### src/rtl/wdt_pkg.sv
package wdt_pkg;
  // Control register field positions (a driver decodes these)
  localparam int unsigned CTRL_RUN  = 0;
  localparam int unsigned CTRL_EXP  = 1;
  localparam int unsigned CTRL_ACT  = 2;
  localparam int unsigned CTRL_LOCK = 3;
  localparam int unsigned CTRL_KICK = 7;
  // Address bit that selects the count register
  localparam int unsigned SEL_BIT   = 2;

  typedef enum logic {
    ACT_RESET    = 1'b0,
    ACT_POWEROFF = 1'b1
  } wdt_action_e;

  typedef struct packed {
    logic        lock;
    wdt_action_e act;
    logic        expired;
    logic        run;
  } wdt_ctrl_t;
endpackage

### src/rtl/wdt_regs.sv
module wdt_regs
  import wdt_pkg::*;
#(
  parameter int unsigned DATA_W = 32,
  parameter int unsigned ADDR_W = 3,
  parameter int unsigned CNT_W  = 16
) (
  input  logic              clk,
  input  logic              rst_n,
  input  logic              hold_off,
  input  logic [ADDR_W-1:0] bus_addr,
  input  logic [DATA_W-1:0] bus_wdata,
  input  logic              bus_we,
  input  logic              bus_re,
  input  logic              expire_evt,
  output logic [DATA_W-1:0] bus_rdata,
  output wdt_ctrl_t         ctrl,
  output logic [CNT_W-1:0]  timeout,
  output logic              kick
);
  logic hit_cnt;
  logic wr_ctrl;
  logic wr_cnt;
  logic run_q;
  logic exp_q;
  wdt_action_e act_q;
  logic [CNT_W-1:0]  timeout_q;
  logic [DATA_W-1:0] rd_next;
  logic unused_bits;

  assign hit_cnt = bus_addr[SEL_BIT];
  assign wr_ctrl = bus_we && !hit_cnt;
  assign wr_cnt  = bus_we && hit_cnt;
  assign kick    = wr_ctrl && bus_wdata[CTRL_KICK];
  assign unused_bits = ^{bus_addr, bus_wdata};

  always_ff @(posedge clk) begin
    if (!rst_n) begin
      run_q     <= 1'b0;
      exp_q     <= 1'b0;
      act_q     <= ACT_RESET;
      timeout_q <= '0;
    end else begin
      if (hold_off)
        run_q <= 1'b0;
      else if (wr_ctrl)
        run_q <= bus_wdata[CTRL_RUN];

      if (wr_ctrl)
        act_q <= wdt_action_e'(bus_wdata[CTRL_ACT]);

      if (expire_evt)
        exp_q <= 1'b1;
      else if (wr_ctrl && bus_wdata[CTRL_EXP])
        exp_q <= 1'b0;

      if (wr_cnt)
        timeout_q <= bus_wdata[CNT_W-1:0];
    end
  end

  always_comb begin
    ctrl.run     = run_q;
    ctrl.expired = exp_q;
    ctrl.act     = act_q;
    ctrl.lock    = hold_off;
  end

  assign timeout = timeout_q;

  always_comb begin
    rd_next = '0;
    if (hit_cnt)
      rd_next[CNT_W-1:0] = timeout_q;
    else
      rd_next[3:0] = ctrl;
  end

  always_ff @(posedge clk) begin
    if (!rst_n)
      bus_rdata <= '0;
    else if (bus_re)
      bus_rdata <= rd_next;
  end
endmodule

### src/rtl/wdt_tick_gen.sv
module wdt_tick_gen #(
  parameter int unsigned TICK_DIV = 100_000_000
) (
  input  logic clk,
  input  logic rst_n,
  input  logic enable,
  input  logic restart,
  output logic tick
);
  generate
    if (TICK_DIV <= 1) begin : g_bypass
      logic unused_in;
      assign unused_in = clk ^ rst_n;
      assign tick = enable && !restart;
    end else begin : g_div
      localparam int unsigned PRE_W = $clog2(TICK_DIV);
      localparam logic [PRE_W-1:0] LAST = PRE_W'(TICK_DIV - 1);
      logic [PRE_W-1:0] pre_q;
      logic at_last;

      assign at_last = (pre_q == LAST);
      assign tick    = enable && at_last && !restart;

      always_ff @(posedge clk) begin
        if (!rst_n || restart || !enable)
          pre_q <= '0;
        else if (at_last)
          pre_q <= '0;
        else
          pre_q <= pre_q + 1'b1;
      end
    end
  endgenerate
endmodule

### src/rtl/wdt_downcount.sv
module wdt_downcount
  import wdt_pkg::*;
#(
  parameter int unsigned CNT_W = 16
) (
  input  logic             clk,
  input  logic             rst_n,
  input  logic             tick,
  input  logic             kick,
  input  logic [CNT_W-1:0] load_val,
  input  logic             run_eff,
  input  wdt_action_e      act,
  output logic             active,
  output logic             expire_evt,
  output logic             rst_req,
  output logic             pwroff_req
);
  logic [CNT_W-1:0] cnt_q;
  logic             step;

  assign step       = tick && run_eff && active && !kick;
  assign expire_evt = step && (cnt_q == '0);

  always_ff @(posedge clk) begin
    if (!rst_n) begin
      cnt_q  <= '0;
      active <= 1'b0;
    end else if (kick) begin
      cnt_q  <= load_val;
      active <= 1'b1;
    end else if (step) begin
      if (cnt_q == '0)
        active <= 1'b0;
      else
        cnt_q <= cnt_q - 1'b1;
    end
  end

  always_ff @(posedge clk) begin
    if (!rst_n) begin
      rst_req    <= 1'b0;
      pwroff_req <= 1'b0;
    end else begin
      rst_req    <= expire_evt && (act == ACT_RESET);
      pwroff_req <= expire_evt && (act == ACT_POWEROFF);
    end
  end
endmodule

### src/rtl/wdt_timer.sv
module wdt_timer
  import wdt_pkg::*;
#(
  parameter int unsigned DATA_W   = 32,
  parameter int unsigned ADDR_W   = 3,
  parameter int unsigned CNT_W    = 16,
  parameter int unsigned TICK_DIV = 100_000_000
) (
  input  logic              clk,
  input  logic              rst_n,
  input  logic              hold_off,
  input  logic [ADDR_W-1:0] bus_addr,
  input  logic [DATA_W-1:0] bus_wdata,
  input  logic              bus_we,
  input  logic              bus_re,
  output logic [DATA_W-1:0] bus_rdata,
  output logic              rst_req,
  output logic              pwroff_req
);
  wdt_ctrl_t        ctrl;
  logic [CNT_W-1:0] timeout;
  logic             kick;
  logic             expire_evt;
  logic             active;
  logic             run_eff;
  logic             tick;
  logic             run_bit;
  logic             expired_bit;

  assign run_eff     = ctrl.run && !hold_off;
  assign run_bit     = ctrl.run;
  assign expired_bit = ctrl.expired;

  wdt_regs #(
    .DATA_W(DATA_W),
    .ADDR_W(ADDR_W),
    .CNT_W (CNT_W)
  ) i_regs (
    .clk       (clk),
    .rst_n     (rst_n),
    .hold_off  (hold_off),
    .bus_addr  (bus_addr),
    .bus_wdata (bus_wdata),
    .bus_we    (bus_we),
    .bus_re    (bus_re),
    .expire_evt(expire_evt),
    .bus_rdata (bus_rdata),
    .ctrl      (ctrl),
    .timeout   (timeout),
    .kick      (kick)
  );

  wdt_tick_gen #(
    .TICK_DIV(TICK_DIV)
  ) i_tick (
    .clk    (clk),
    .rst_n  (rst_n),
    .enable (run_eff && active),
    .restart(kick),
    .tick   (tick)
  );

  wdt_downcount #(
    .CNT_W(CNT_W)
  ) i_cnt (
    .clk       (clk),
    .rst_n     (rst_n),
    .tick      (tick),
    .kick      (kick),
    .load_val  (timeout),
    .run_eff   (run_eff),
    .act       (ctrl.act),
    .active    (active),
    .expire_evt(expire_evt),
    .rst_req   (rst_req),
    .pwroff_req(pwroff_req)
  );
endmodule

### config.mk
export PLATFORM = sky130hd
export DESIGN_NAME = wdt_timer
export DESIGN_NICKNAME = d
export VERILOG_FILES = /design/src/rtl/wdt_pkg.sv /design/src/rtl/wdt_regs.sv /design/src/rtl/wdt_tick_gen.sv /design/src/rtl/wdt_downcount.sv /design/src/rtl/wdt_timer.sv
export SDC_FILE = /design/constraint.sdc
export NUM_CORES = 1
export LEC_CHECK = 0
export ABC_CLOCK_PERIOD_IN_PS = 2700
export CORE_MARGIN = 4
export CORE_UTILIZATION = 52
export CTS_CLUSTER_DIAMETER = 80
export DETAILED_ROUTE_END_ITERATION = 16
export HOLD_SLACK_MARGIN = 0.03
export PLACE_DENSITY = 0.8
export SLEW_MARGIN = 20
export SYNTH_ARGS = -nofsm -noshare
export SYNTH_HDL_FRONTEND = slang
export SYNTH_SLANG_ARGS = --single-unit
### constraint.sdc
create_clock -name clk -period 2.7 [get_ports clk]
set_input_delay 0.54 -clock clk [delete_from_list [all_inputs] [get_ports clk]]
set_output_delay 0.54 -clock clk [all_outputs]
set_load 0.1 [all_outputs]
==> flow_summary.json <==
{
  "outcome": "finished clean",
  "via_per_inst": 5.39,
  "max_freq_mhz": 405,
  "ctsHoldBuffers": 0,
  "worstPathMaxFanout": 17,
  "synth_top_area_share_pct": 41.8,
  "netlist_area_um2": 3870,
  "clk_pin_slew_worst_paths_ns": 0.08,
  "power_density_nw_per_um2": 564,
  "synthDistinctLibCells": 56,
  "slew_viol_final": 0,
  "layout-drive-gt1-share_pct": 12.3,
  "rows": 31,
  "required_ns": 2.94,
  "overflow": 0,
  "cpMaxStageDelayCell": "or4_4",
  "rr_endpoint": "i_cnt.cnt_q[7]",
  "peakVddDrop_uv": 319,
  "whs_path_depth": 1,
  "reg2regPathDepth": 7,
  "slew-limit-headroom_pct": 58.4,
  "r2r_slack_ns": 0.23,
  "hpwl_mm": 6.16,
  "synth_edf_count": 0,
  "cts_tree": "yes",
  "ant_nets": 0,
  "initial_utilization_pct": 53.4,
  "globalplace.congestion": 0.883,
  "die-area_um2": 8900,
  "critical_path_class": "reg -> reg",
  "post-route-util_pct": 62.0,
  "synth_top_area_cell": "dfxtp_1",
  "synthTopCellsByArea": "dfxtp_1 (42%), xnor2_1 (5.2%), nor2_1 (4.9%)",
  "final-hold-violation-count": 0,
  "leakage_nw": 1.59,
  "antenna_found_initial": 0,
  "avgSynthCellArea_um2": 8.30,
  "core-area_um2": 7250,
  "h-tree-depth": 3,
  "cts_setup_buffers": 0,
  "firstDrtPassIters": 4,
  "die_y_um": 94.3,
  "ys_seq_area_share_pct": 41.8,
  "synthCells": 467,
  "cts.sinks": 81,
  "grt_pass1_wl_mm": 14.4,
  "rr_startpoint": "i_tick.g_div.pre_q[0]",
  "fin_skew_ns": 0.0132,
  "die_w_um": 94.3,
  "synth_seq_cells": 81,
  "drtIter0Drc": 179,
  "area.growth.synth_to_final_pct": 16.1,
  "cts_buffers": 9,
  "route.detailed.drc": 0,
  "ys.flop_type": "dfxtp_1",
  "worstMarginPinSlew_ns": 0.624,
  "grt_start_max_net_pins": 38,
  "drt-total-wl_mm": 8.61,
  "fillCellCount": 642,
  "start_kind": "flip-flop",
  "io_pins": 74,
  "hold_end": "i_tick.g_div.pre_q[0]",
  "clockRootBuffer": "clkbuf_8",
  "yosys_warnings": 0,
  "async_flop_share_pct": 0,
  "cts_max_path_buffers": 2,
  "cp_cell_sequence": "ha_1 -> nand3_2 -> or4_4 -> nor4b_4 -> buf_12 -> mux2_2 -> o21a_1",
  "wl_per_cell_um": 14.1,
  "setup_viol": 0,
  "arrival_ns": 2.72,
  "cts-resized-gates": 0,
  "setup_tns_ns": 0,
  "diodes": 0,
  "hold_class": "reg -> reg",
  "io_buffers": 39,
  "grtUsageTotal_pct": 20.1,
  "vias": 3285,
  "grt_pass1_vias": 3212,
  "finalCritPeriodShare_pct": 91.5,
  "end_kind": "flip-flop",
  "clk_latency_ns": 0.36,
  "cp_slowest_stage_delay_ns": 0.62,
  "worstHoldStart": "i_tick.g_div.pre_q[0]",
  "maxCapViolCount": 0,
  "fin_nets": 549,
  "min_period_ns": 2.47,
  "rsz0062_at_grt": "no"
}
[stage by stage]
step	total power [W]	cell area [µm²]	hold slack, ns	setup slack [ns]	instances
finish	0.00254	4500	0.468	0.230	610
global route	0.00262	4500	0.496	0.131	610
CTS	0.00254	4500	0.473	0.212	610
detailed placement	0.00165	4300	0.453	0.218	594
global placement	0.00164	4300	0.438	0.231	594
floorplan	0.00157	3930	0.426	0.394	482
[cell usage in the layout, fill, tap and decap left out, types with 2 or more instances in the layout]
master	n
and2_1	3
a31oi_1	9
nor2_1	51
or4_1	2
nor3_1	16
mux2_2	2
clkdlybuf4s50_1	21
nand3_1	28
inv_6	2
dfxtp_1	81
and3_1	3
nor4b_1	2
or3_1	4
buf_4	31
o21a_1	3
xor2_1	5
o21ai_0	10
ha_1	3
buf_12	2
nand2b_1	13
nor4bb_1	2
a21oi_1	31
or2_2	2
nand3b_1	2
mux2i_1	12
a31o_2	3
clkinv_2	2
xnor2_1	23
nand2_1	47
a211oi_1	5
nor4_1	13
clkbuf_8	9
inv_1	17
conb_1	16
nand4_1	11
o211ai_1	2
[power breakdown]
part	internal [W]	leakage, nW	switching [W]
Clock	0.000437	0.102	0.000479
Sequential	0.00122	0.657	0.0000243
Combinational	0.000109	0.834	0.000268
Total	0.00177	1.59	0.000772
[registers in the layout, summed over array words and instances (netlist names)]
register	cells
i_cnt.rst_req	1
i_regs.run_q	1
i_regs.bus_rdata	16
i_regs.act_q	1
i_cnt.pwroff_req	1
i_regs.timeout	16
i_cnt.cnt_q	16
i_cnt.active	1
i_tick.g_div.pre_q	27
i_regs.exp_q	1
[how the worst max path moves through the flow]
| stage | end | start | slack (ns) | depth (start not counted) |
|---|---|---|---|---|
| global placement | i_cnt.cnt_q[6] | bus_addr[2] | 0.23 | 7 |
| finish | i_cnt.cnt_q[7] | i_tick.g_div.pre_q[0] | 0.23 | 7 |
| global route | i_cnt.cnt_q[6] | i_tick.g_div.pre_q[0] | 0.13 | 7 |
| floorplan | i_cnt.cnt_q[6] | i_tick.g_div.pre_q[0] | 0.39 | 8 |
| detailed placement | i_cnt.cnt_q[7] | bus_addr[2] | 0.22 | 7 |
| CTS | i_cnt.cnt_q[7] | i_tick.g_div.pre_q[0] | 0.21 | 7 |
[routing by layer]
metal | global-route usage, % | routed length, µm | part of all wire (%)
met1 | 26.2 | 3940 | 46
met2 | 32.2 | 4070 | 47
met3 | 5.13 | 473 | 5.5
met4 | 7.22 | 138 | 1.6
met5 | 0 | 0 | 0
[layout make-up]
class                           count  area (µm²)  area share [%]
Multi-Input combinational cell    343        2010            44.6
Inverter                           17        63.8            1.42
Clock inverter                      7        76.3            1.70
Tap cell                           99         124            2.75
Timing Repair Buffer               54         483            10.7
Clock buffer                        9         124            2.75
Sequential cell                    81        1620            36.1
[synthesized netlist by cell type, types with 2 or more instances]
master	n
and2_1	3
xnor2_1	23
or4_1	2
a211oi_1	5
nand3b_1	2
a31o_2	3
xor2_1	5
dfxtp_1	81
o211ai_1	2
o21ai_0	10
ha_1	3
a31oi_1	9
nor4bb_1	2
nor2_1	51
nand4_1	11
or3_1	4
mux2i_1	12
a21oi_1	31
nand3_1	28
or2_2	2
nand2_1	47
buf_2	2
nor3_1	16
nor4b_1	2
buf_1	2
o21a_1	3
inv_1	17
clkbuf_1	17
buf_4	16
nor4_1	13
and3_1	3
buf_6	3
nand2b_1	13
mux2_2	2
[worst max-delay path: cells and delay by family (launching register included)]
| family | cells | cell delay, ns |
|---|---|---|
| buffers and inverters | 1 | 0.19 |
| adders and majority gates | 1 | 0.21 |
| AOI/OAI and AO/OA | 1 | 0.17 |
| DFF | 1 | 0.38 |
| muxes | 1 | 0.33 |
| and+or+nand+nor | 3 | 1.06 |
[cells by family after synthesis]
group	share of synthesized area, %
and+or+nand+nor	27.9
AOI/OAI and AO/OA	11.4
DFF	41.8
muxes	3.68
other	0.0968
xor gates and xnor gates	6.33
adders and majority gates	0.969
buffers and inverters	7.85
Note: power is estimated with default switching activity, not from simulation.
